--- src/rtl/sup_pkg.sv ---
`timescale 1ns/1ps
package sup_pkg;

    localparam int unsigned MAX_MS = 1400;

    localparam logic [1:0] WD_OFF = 2'b11;

    typedef struct packed {
        logic main;
        logic aux2;
        logic aux3;
    } uv_flags_t;

    typedef enum logic {
        WD_COUNT = 1'b0,
        WD_FIRE  = 1'b1
    } wd_state_t;

    function automatic int unsigned scale_ms(input int unsigned ms, input int unsigned div);
        int unsigned t;
        t = ms / div;
        return (t == 0) ? 1 : t;
    endfunction

    function automatic int unsigned por_ms(input logic [1:0] code);
        case (code)
            2'b00:   return 50;
            2'b01:   return 200;
            2'b10:   return 400;
            default: return 800;
        endcase
    endfunction

    function automatic int unsigned wd_period_ms(input logic [1:0] code);
        case (code)
            2'b00:   return 1400;
            2'b01:   return 200;
            2'b10:   return 25;
            default: return 0;
        endcase
    endfunction

    function automatic int unsigned wd_pulse_ms(input logic [1:0] code);
        return (code == 2'b10) ? 25 : 200;
    endfunction

endpackage

--- src/rtl/sup_reset_gen.sv ---
`timescale 1ns/1ps
module sup_reset_gen
    import sup_pkg::*;
#(
    parameter int unsigned TICK_DIV = 1
) (
    input  logic       clk,
    input  logic       rst,
    input  logic       tick,
    input  logic       hold,
    input  logic [1:0] pup_code,
    output logic       active
);
    localparam int unsigned CW = $clog2(MAX_MS / TICK_DIV + 1);

    logic [CW-1:0] cnt;
    logic [CW-1:0] lim;

    always_comb lim = CW'(scale_ms(por_ms(pup_code), TICK_DIV) - 1);

    always_ff @(posedge clk) begin
        if (rst || hold) begin
            active <= 1'b1;
            cnt    <= '0;
        end else if (active && tick) begin
            if (cnt >= lim) begin
                active <= 1'b0;
                cnt    <= '0;
            end else begin
                cnt <= cnt + 1'b1;
            end
        end
    end
endmodule

--- src/rtl/sup_watchdog.sv ---
`timescale 1ns/1ps
module sup_watchdog
    import sup_pkg::*;
#(
    parameter int unsigned TICK_DIV = 1
) (
    input  logic       clk,
    input  logic       rst,
    input  logic       tick,
    input  logic       kick,
    input  logic [1:0] wd_code,
    output logic       wdo_n
);
    localparam int unsigned CW = $clog2(MAX_MS / TICK_DIV + 1);

    wd_state_t     st;
    logic [1:0]    last_code;
    logic [CW-1:0] cnt;
    logic [CW-1:0] per_lim;
    logic [CW-1:0] pul_lim;
    logic          restart;

    always_comb begin
        per_lim = CW'(scale_ms(wd_period_ms(wd_code), TICK_DIV) - 1);
        pul_lim = CW'(scale_ms(wd_pulse_ms(wd_code), TICK_DIV) - 1);
        restart = (wd_code != last_code) || (wd_code == WD_OFF);
    end

    always_ff @(posedge clk) begin
        if (rst) begin
            st        <= WD_COUNT;
            cnt       <= '0;
            last_code <= wd_code;
        end else begin
            last_code <= wd_code;
            if (restart) begin
                st  <= WD_COUNT;
                cnt <= '0;
            end else if (st == WD_COUNT) begin
                if (kick) begin
                    cnt <= '0;
                end else if (tick) begin
                    if (cnt >= per_lim) begin
                        st  <= WD_FIRE;
                        cnt <= '0;
                    end else begin
                        cnt <= cnt + 1'b1;
                    end
                end
            end else if (tick) begin
                if (cnt >= pul_lim) begin
                    st  <= WD_COUNT;
                    cnt <= '0;
                end else begin
                    cnt <= cnt + 1'b1;
                end
            end
        end
    end

    assign wdo_n = (st != WD_FIRE);
endmodule

--- src/rtl/supply_supervisor.sv ---
`timescale 1ns/1ps
module supply_supervisor
    import sup_pkg::*;
#(
    parameter int unsigned TICK_DIV     = 1,
    parameter bit          RST_ACT_HIGH = 1'b1
) (
    input  logic       clk,
    input  logic       rst,
    input  logic       tick,
    input  logic       v1_low,
    input  logic       v2_low,
    input  logic       v3_low,
    input  logic       mr_n,
    input  logic       kick,
    input  logic [1:0] pup_code,
    input  logic [1:0] wd_code,
    output logic       sys_rst,
    output logic       lowline_n,
    output logic       v2_fail_n,
    output logic       v3_fail_n,
    output logic       wdo_n
);
    uv_flags_t uv;
    uv_flags_t good_q;
    logic      rst_active;

    assign uv = '{main: v1_low, aux2: v2_low, aux3: v3_low};

    always_ff @(posedge clk) begin
        if (rst) good_q <= '0;
        else     good_q <= ~uv;
    end

    assign lowline_n = good_q.main;
    assign v2_fail_n = good_q.aux2;
    assign v3_fail_n = good_q.aux3;

    sup_reset_gen #(.TICK_DIV(TICK_DIV)) u_rstgen (
        .clk      (clk),
        .rst      (rst),
        .tick     (tick),
        .hold     (v1_low | ~mr_n),
        .pup_code (pup_code),
        .active   (rst_active)
    );

    sup_watchdog #(.TICK_DIV(TICK_DIV)) u_wdog (
        .clk     (clk),
        .rst     (rst),
        .tick    (tick),
        .kick    (kick),
        .wd_code (wd_code),
        .wdo_n   (wdo_n)
    );

    generate
        if (RST_ACT_HIGH) begin : g_rst_hi
            assign sys_rst = rst_active;
        end else begin : g_rst_lo
            assign sys_rst = ~rst_active;
        end
    endgenerate
endmodule

--- config.mk ---
export PLATFORM = sky130hd
export DESIGN_NAME = supply_supervisor
export DESIGN_NICKNAME = d
export VERILOG_FILES = /design/src/rtl/sup_pkg.sv /design/src/rtl/sup_reset_gen.sv /design/src/rtl/sup_watchdog.sv /design/src/rtl/supply_supervisor.sv
export SDC_FILE = /design/constraint.sdc
export NUM_CORES = 1
export LEC_CHECK = 0
export BUFFER_PORTS_ARGS = -buffer_cell sky130_fd_sc_hd__buf_2
export CORE_ASPECT_RATIO = 0.9
export CORE_MARGIN = 8
export CORE_UTILIZATION = 62
export CTS_BUF_LIST = sky130_fd_sc_hd__clkbuf_4
export CTS_CLUSTER_SIZE = 20
export DETAILED_ROUTE_END_ITERATION = 7
export PLACE_DENSITY = 0.91
export SYNTH_ARGS = -nofsm -noshare
export SYNTH_HDL_FRONTEND = slang
export SYNTH_SLANG_ARGS = --single-unit
--- constraint.sdc ---
create_clock -name clk -period 2.7 [get_ports clk]
set_input_delay 0.27 -clock clk [delete_from_list [all_inputs] [get_ports clk]]
set_output_delay 0.27 -clock clk [all_outputs]
set_load 0.01 [all_outputs]
# Yosys cells after proc, flatten, opt, wreduce, memory -nomap -nowiden
# Index checks and enable logic that the tools add are counted.
# Widths: inputs -> output; s select.
[totals]
register_bits = 29
input_bits = 12
output_inout_bits = 5
word_cells = 58
[classes]
addsub = 5
magnitude_cmp = 3
n_eq_ne = 7
mux = 19
bitwise = 4
reduce_logical = 12
[ops]
columns = ["operator", "count"]
rows = [
  ["$mux 11", 9],
  ["$logic_not 32->1", 3],
  ["$ge 11x11->1", 3],
  ["$pmux 11 s3", 1],
  ["$sub 11x1->11 const B", 3],
  ["$pmux 10 s3", 1],
  ["$add 11x1->11 const B", 2],
  ["$mux 10", 1],
  ["$mux 8", 1],
  ["$eq 2x2->1 const B", 3],
  ["$mux 1", 6],
  ["$eq 2x1->1 const B", 2],
  ["$logic_not 2->1", 2],
  ["$reduce_and 2->1", 2],
  ["$not 3->3", 1],
  ["$logic_or 1x1->1", 2],
  ["$ne 2x2->1", 1],
  ["$ne 2x2->1 const B", 1],
  ["$not 1->1", 2],
  ["$reduce_bool 2->1", 1],
  ["$reduce_or 2->1", 1],
  ["$logic_and 1x1->1", 1],
  ["$or 1x1->1", 1],
]

# Depth between registers and ports, before layout
# Gate-level depths: netlist of the first run.
[logic_depth]
ltp_word = 10
mapped_depth = 13

# Cells and area by module
# From an unflattened synthesis of the first run, not the netlist that was laid out.
[unflattened]
hier_cells = 237
area_unflattened_um2 = 2124.5
[modules_own_cells]
columns = ["mod", "instances", "cells_each", "area_per_inst_um2", "seq_area_each_um2"]
rows = [
  ["sup_watchdog", 1, 124, 1078.5, 280.3],
  ["sup_reset_gen", 1, 106, 968.4, 240.2],
  ["supply_supervisor", 1, 7, 77.6, 60.1],
]

# Worst setup path before layout of the first run
# OpenSTA, ideal clock, no wires.
[synth_timing]
path_kind = "input to register"
from = "input pup_code[0]"
to = "register u_rstgen.cnt[0]"
setup_ns = 0.065
arrival_ns = 2.090
t_required_ns = 2.635
setup_slack_ns = 0.544
stages = 12
cell_sequence = "inv_1 -> ha_1 -> inv_1 -> ha_1 -> nand3_1 -> ha_1 -> nand2b_1 -> a211o_1 -> a21oi_1 -> o21ai_0 -> clkbuf_1 -> nor2_1"
[synth_between]
elab_chain_len = 7
elab_cells_between_ends = 9
cone_classes = "add/sub: 1; order compare: 1; eq/ne: 2; mux: 3; reduce/logical: 2"
[synth_rtl]
columns = ["item", "line_no", "text"]
rows = [
  ["from (decl)", "supply_supervisor.sv:16", "input logic [1:0] pup_code,"],
  ["$eq 2x2->1, or another cell as far along", "sup_pkg.sv:26", "case (code)"],
  ["$pmux 10 s3 *", "sup_pkg.sv:26", ""],
  ["$logic_not 32->1", "sup_pkg.sv:22", "return (t == 0) ? 1 : t;"],
  ["$mux 10 *", "sup_pkg.sv:22", ""],
  ["$sub 11x1->11 *", "sup_reset_gen.sv:19", "always_comb lim = CW'(scale_ms(por_ms(pup_code), TICK_DIV) - 1);"],
  ["$ge 11x11->1 *", "sup_reset_gen.sv:26", "if (cnt >= lim) begin"],
  ["$mux 11 *", "sup_reset_gen.sv:26", ""],
  ["to (signal assigned)", "sup_reset_gen.sv:30", "cnt <= cnt + 1'b1;"],
  ["to (decl)", "sup_reset_gen.sv:16", "logic [CW-1:0] cnt;"],
]
# Mark *: on every way between the ends. The rest lies on a longest branch, timed or not.
# A chain may end at the register's enable or synchronous reset.

# Final worst setup path of the first run
[layout_timing]
from = "register u_wdog.cnt[0]"
to = "register u_wdog.cnt[0]"
[layout_between]
elab_chain_len = 5
elab_cells_between_ends = 9
cone_classes = "add/sub: 1; order compare: 2; mux: 6"
[layout_rtl]
columns = ["item", "line_no", "text"]
rows = [
  ["from (decl)", "sup_watchdog.sv:18", "logic [CW-1:0] cnt;"],
  ["from (signal assigned)", "sup_watchdog.sv:47", "cnt <= cnt + 1'b1;"],
  ["from (signal assigned)", "sup_watchdog.sv:55", "cnt <= cnt + 1'b1;"],
  ["$add 11x1->11 / $ge 11x11->1 (equally long branches)", "sup_watchdog.sv:47, sup_watchdog.sv:55, sup_watchdog.sv:43", ""],
  ["$mux 11", "sup_watchdog.sv:43", "if (cnt >= per_lim) begin"],
  ["$mux 11", "sup_watchdog.sv:42", "end else if (tick) begin"],
  ["$mux 11", "sup_watchdog.sv:40", "if (kick) begin"],
  ["$mux 11 *", "sup_watchdog.sv:39", "end else if (st == WD_COUNT) begin"],
]
# Mark *: on every way between the ends. The rest lies on a longest branch, timed or not. The select of a mux whose other input is x is not followed.

==> flow_summary.ini, run 1 <==
[drt]
wl_per_cell_um = 14.1
vias = 1674
ant_nets = 0
wl_um = 4090
firstDrtPassIters = 5
drcViolationCount = 0
via_per_inst = 5.75
drt-initial-drc-count = 114

[grt]
grt_overflow = 0
gr-usage-met3_pct = 5.44
grtUsageTotal_pct = 15.3
grt_util_met2_pct = 22.5
grt_pass1_wl_um = 6870
grt_util_met1_pct = 19.9
first_global_vias = 1527
antenna_found_initial = 0
grt_max_degree = 13
grt-busiest-layer = met2

[yosys]
ys_ff_latch = 29
avgSynthCellArea_sq_um = 9.22
synthCells = 225
async_reset_ff_share_pct = 0
seq_area_frac_synth_pct = 28.0
synth_warnings = 0
netlist_area_sq_um = 2070
ys.flop_type = dfxtp_1
ys_types = 44
synth-edff-count = 0

[timing]
fin_crit_sh_pct = 92.2
slew_headroom_pct = 21.0
tightestPinTransition_ns = 1.19
fin_skew_ns = 0.0126
period_needed_ns = 2.49
hold_violations = 0
slew_viol_final = 0
finalSetupTns_ns = 0
rsz0062_at_grt = false
finalSetupViolCount = 0
fmax_mhz = 402
setup_ws_ns = 0.211

[cts]
cts_buffers = 5
root_buffer = clkbuf_4
insertion_delay_ns = 0.34
tritoncts = done
clockBufferDepth = 2
cts_resized = 0
cts-htree-levels = 2
cts.clk_slew.worst_paths_ns = 0.09
hold_buffers = 0
post_cts_buffers = 0
cts_sinks = 29

[cells_and_area]
fin_area_sq_um = 2260
final_core_util_pct = 69.0
area_growth_pct = 9.11
stdcell_count = 291
layout-drive-gt1-share_pct = 17.8
fin_nets = 297
antennaDiodeCount = 0

[placed_design]
dp_hpwl_um = 3260
dp_slack_ns = 0.0279
place.gp.congestion = 0.839
numPlacedInstances = 283
postPlaceCellArea_sq_um = 2210
portBuffers = 16

[worst_setup_path]
cp-start-kind = register
crit_required_ns = 2.88
critPathCaptureType = register
worstPathMaxFanout = 11
worstPathArrival_ns = 2.67
path_class = reg2reg

[power_and_ir_drop]
p_per_area_nw_per_um2 = 348
irDropWorstVdd_uv = 211
p_leak_nw = 0.968

[die]
initial_core_util_pct = 63.3
io_pins = 17
die_area_sq_um = 5460
num_rows = 20
coreArea_sq_um = 3280
die_h_um = 70.9
die_w_um = 77.0

[status]
outcome = finished clean

[min_path]
min_path_type = in2reg

[run]
drv_cap = 0
[layout make-up]
type	instances	area (sq um)
Clock buffer	5	37.5
Clock inverter	3	17.5
Fill cell	237	1010
Inverter	13	48.8
Multi-Input combinational cell	177	1410
Sequential cell	29	581
Tap cell	44	55.1
Timing Repair Buffer	20	110
[registers in the layout, indices dropped and copies added (netlist names)]
| register | cells |
|---|---|
| lowline_n | 1 |
| u_rstgen.active | 1 |
| u_rstgen.cnt | 11 |
| u_wdog.cnt | 11 |
| u_wdog.last_code | 2 |
| u_wdog.st | 1 |
| v2_fail_n | 1 |
| v3_fail_n | 1 |
[power breakdown]
group | internal, mW | switching, mW
clock | 0.0979 | 0.163
combinational | 0.0384 | 0.0536
sequential | 0.432 | 0.00235
[final timing paths]
kind | startpoint | end | slack [ns] | depth (start not counted)
min reg2reg | u_rstgen.cnt[1] | u_rstgen.cnt[1] | 0.52 | 2
max reg2reg | u_wdog.cnt[0] | u_wdog.cnt[0] | 0.21 | 7
max | u_wdog.cnt[0] | u_wdog.cnt[0] | 0.21 | 7
min | v2_low | v2_fail_n | 0.08 | 2
[cells by family after synthesis]
group	share of synthesized area, %
and+or+nand+nor	21.7
adders and majority gates	23.5
AOI/OAI and AO/OA	13.2
DFF	28.0
xor gates and xnor gates	8.87
buffers and inverters	4.04
other	0.181
muxes	0.483
[per-stage QoR]
step                      hold WS (ns)  power [mW]
after detailed placement         0.429       0.535
final                           0.0793       0.787
after global placement           0.429       0.531
after CTS                       0.0623       0.798
after global routing            0.0606       0.829
after floorplan                  0.298       0.504
[cell usage after synthesis, types with 4 or more instances]
cell / number / area share (%)
clkbuf_1: 5 / 0.90
nand2_1: 10 / 1.8
nand2b_1: 5 / 1.5
xnor2_1: 9 / 3.8
dfxtp_1: 29 / 28
xor2_1: 12 / 5.1
nor2_1: 24 / 4.3
nand4_1: 5 / 1.5
ha_1: 39 / 24
nand3_1: 4 / 0.97
nor3_2: 9 / 4.3
inv_1: 13 / 2.4
o21ai_0: 10 / 2.4
a21oi_1: 4 / 0.97
o2111ai_1: 4 / 1.7
[routing by layer]
layer | routed length (um) | up-vias
li1 | - | 843
met1 | 1990 | 783
met2 | 1770 | 43
met3 | 261 | 5
met4 | 61 | 0
met5 | 0 | -
[critical path, stage by stage, from the launching register on]
cell and delay (ns):
dfxtp_1 0.38, inv_1 0.11, ha_1 0.21, nor2b_1 0.12
o21ai_0 0.19, a41oi_1 0.19, o32ai_2 1.02, nor3_1 0.10
[cells in the final DEF, fill, tap and decap left out, types with 2 or more instances in the layout]
master and n:
o21ai_0 10, nand3_1 4, inv_1 13, nand2_1 10
nor2b_1 2, nor3_1 3, a211o_1 2, buf_4 4
or3_1 2, nand2b_1 5, or2_2 2, a211oi_1 3
buf_2 16, ha_1 39, and4_1 3, clkinv_2 2
xnor2_1 9, conb_1 2, o2111ai_1 4, a21oi_1 4
nor3_2 9, a21o_1 2, nor2_1 24, clkbuf_4 5
nand4_1 5, o211ai_1 3, dfxtp_1 29, and3_1 2
xor2_1 12
(Power assumes the default switching activity.)
==> inputs of run 2 (changes only) <==
--- a/config.mk
+++ b/config.mk
@@ -8,11 +8,11 @@
 export BUFFER_PORTS_ARGS = -buffer_cell sky130_fd_sc_hd__buf_2
 export CORE_ASPECT_RATIO = 0.9
 export CORE_MARGIN = 8
-export CORE_UTILIZATION = 62
+export CORE_UTILIZATION = 40
 export CTS_BUF_LIST = sky130_fd_sc_hd__clkbuf_4
 export CTS_CLUSTER_SIZE = 20
 export DETAILED_ROUTE_END_ITERATION = 7
-export PLACE_DENSITY = 0.91
+export PLACE_DENSITY = 0.66
 export SYNTH_ARGS = -nofsm -noshare
 export SYNTH_HDL_FRONTEND = slang
 export SYNTH_SLANG_ARGS = --single-unit
==> run 2 against run 1 <==
Against the previous run:
- clock power fell by 3%
- clock skew barely moved
- sequential power barely moved
- worst hold slack improved by 0.00078 ns
- utilization fell by 24 points
- first-iteration DRC count fell by 47%
- design area rose by 1.5%
- flip-flop and latch count did not move
- largest cell class unchanged
- register-to-register slack improved by 0.26 ns
==> flow_summary.ini, run 2 (synthesis gave the netlist of run 1 again) <==
[status]
outcome = finished clean

[worst_setup_path]
crit_chain = inv_1 > ha_1 > nor2b_1 > o21ai_0 > a41oi_1 > o32ai_4 > nor3_1
path_class = reg2reg
worstPathArrival_ns = 2.42
critPathCaptureType = register
cp-start-kind = register
critPathSlowestCell = o32ai_4
startpoint = u_wdog.cnt[0]
critPathMaxStageDelay_ns = 0.72
r2r_start = u_wdog.cnt[0]
crit_required_ns = 2.89
crit_path_end = u_wdog.cnt[0]
worstPathMaxFanout = 11
r2r_setup_slack_ns = 0.47
reg2reg_depth = 7
regToRegEndpoint = u_wdog.cnt[0]

[run]
drv_cap = 0

[cells_and_area]
final_common_cell = ha_1
layout_common_cells = ha_1 (39), dfxtp_1 (29), nor2_1 (24)
stdcell_count = 313
final_core_util_pct = 44.8
antennaDiodeCount = 0
area_growth_pct = 10.7
fin_nets = 297
layout-drive-gt1-share_pct = 17.1
reg.largest.list = u_rstgen.cnt: 11 flops, u_wdog.cnt: 11 flops, u_wdog.last_code: 2 flops

[power_and_ir_drop]
combPwrFrac_pct = 11.8
switching_power_mw = 0.205
swShare_pct = 26.3
irDropWorstVdd_uv = 119
p_int_mw = 0.575
p_leak_nw = 0.967
p_per_area_nw_per_um2 = 340
power_frac_seq_pct = 55.7
pwr-share-clk_pct = 32.5

[timing]
slew_headroom_pct = 49.6
fin_skew_ns = 0.0121
tightestPinTransition_ns = 0.756
rsz0062_at_grt = false
hold_violations = 0
slew_viol_final = 0
setup_ws_ns = 0.467
finalSetupTns_ns = 0
finalSetupViolCount = 0
holdWs_ns = 0.0801
period_needed_ns = 2.23
fin_crit_sh_pct = 82.7
fmax_mhz = 448

[cts]
post_cts_buffers = 0
cts_buffers = 5
root_buffer = clkbuf_4
cts-htree-levels = 2
cts_sinks = 29
tritoncts = done
insertion_delay_ns = 0.33
cts.clk_slew.worst_paths_ns = 0.10
clockBufferDepth = 2

[placed_design]
portBuffers = 16
dp_hpwl_um = 3180
dp_slack_ns = 0.0214
place.gp.congestion = 0.771
numPlacedInstances = 306

[die]
die_area_sq_um = 7750
io_pins = 17
die_h_um = 84.3
die_w_um = 91.9
num_rows = 25
coreArea_sq_um = 5130
initial_core_util_pct = 40.4

[grt]
grt_pass1_wl_um = 7080
grt_max_degree = 13
grt_overflow = 0
grtUsageTotal_pct = 11.0
antenna_found_initial = 0
first_global_vias = 1561

[drt]
wl_um = 4110
ant_nets = 0
wl_per_cell_um = 13.1
drcViolationCount = 0
via_per_inst = 5.12
drt-initial-drc-count = 60
vias = 1604
firstDrtPassIters = 4

[min_path]
min_path_type = in2reg
## run 2: cell types whose count changed in the layout (fill, tap and decap cells not counted), sizes merged
cell	delta
clkbuf	+1
clkinvlp	-1
clkinv	-1
## run 2: power groups by stage
| stage | Clock, mW | Sequential (mW) | Combinational, mW |
|---|---|---|---|
| final | 0.254 | 0.435 | 0.0919 |
| after global placement | 0 | 0.445 | 0.0887 |
| after global routing | 0.281 | 0.435 | 0.106 |
| after detailed placement | 0 | 0.445 | 0.0913 |
| after CTS | 0.265 | 0.435 | 0.0925 |
| after floorplan | 0 | 0.446 | 0.0587 |
## run 2: repair_timing
item / 4_1_cts / 5_1_grt
gates resized for setup: 0 / 1
hold endpoints to repair: 0 / 0
hold buffers: 0 / 0
endpoints found under the setup margin: 0 / 1
## run 2: per-layer routing
layer  vias to the layer above  routed length [um]  track usage [%]
met1                       733                2150             14.5
met5                         -                   0                0
li1                        845                   -                -
met4                         0                  69             4.39
met3                         7                 154             2.67
met2                        19                1730             16.8
## run 2: layout make-up
type                    count  area (sq um)
flip-flops and latches     29           581
well taps                  67          83.8
multi-input cells         177          1430
repair buffers             20           110
inverters                  13          48.8
clock buffers               6          45.0
fillers                   514          2830
clock inverters             1          3.75
## run 2: worst min path at each step
| stage | start | endpoint | slack [ns] | depth (start not counted) |
|---|---|---|---|---|
| after CTS | v3_low | v3_fail_n | 0.07 | 2 |
| final | v3_low | v3_fail_n | 0.08 | 2 |
| after global placement | v3_low | v3_fail_n | 0.43 | 2 |
| after detailed placement | v2_low | v2_fail_n | 0.43 | 2 |
| after floorplan | wd_code[0] | u_wdog.last_code[0] | 0.30 | 0 |
| after global routing | v3_low | v3_fail_n | 0.07 | 2 |
## run 2: stage by stage
stage                     total power [mW]  area [sq um]
final                                0.780          2300
after global routing                 0.823          2300
after CTS                            0.792          2290
after detailed placement             0.536          2240
after global placement               0.533          2240
after floorplan                      0.504          2080
## run 2: worst max-delay path: cells and delay by family (launching register included)
family,cells,cell delay [ns]
simple gates,2,0.26
buf+inv,1,0.11
flops,1,0.38
compound gates,3,1.12
fa+ha+maj,1,0.21
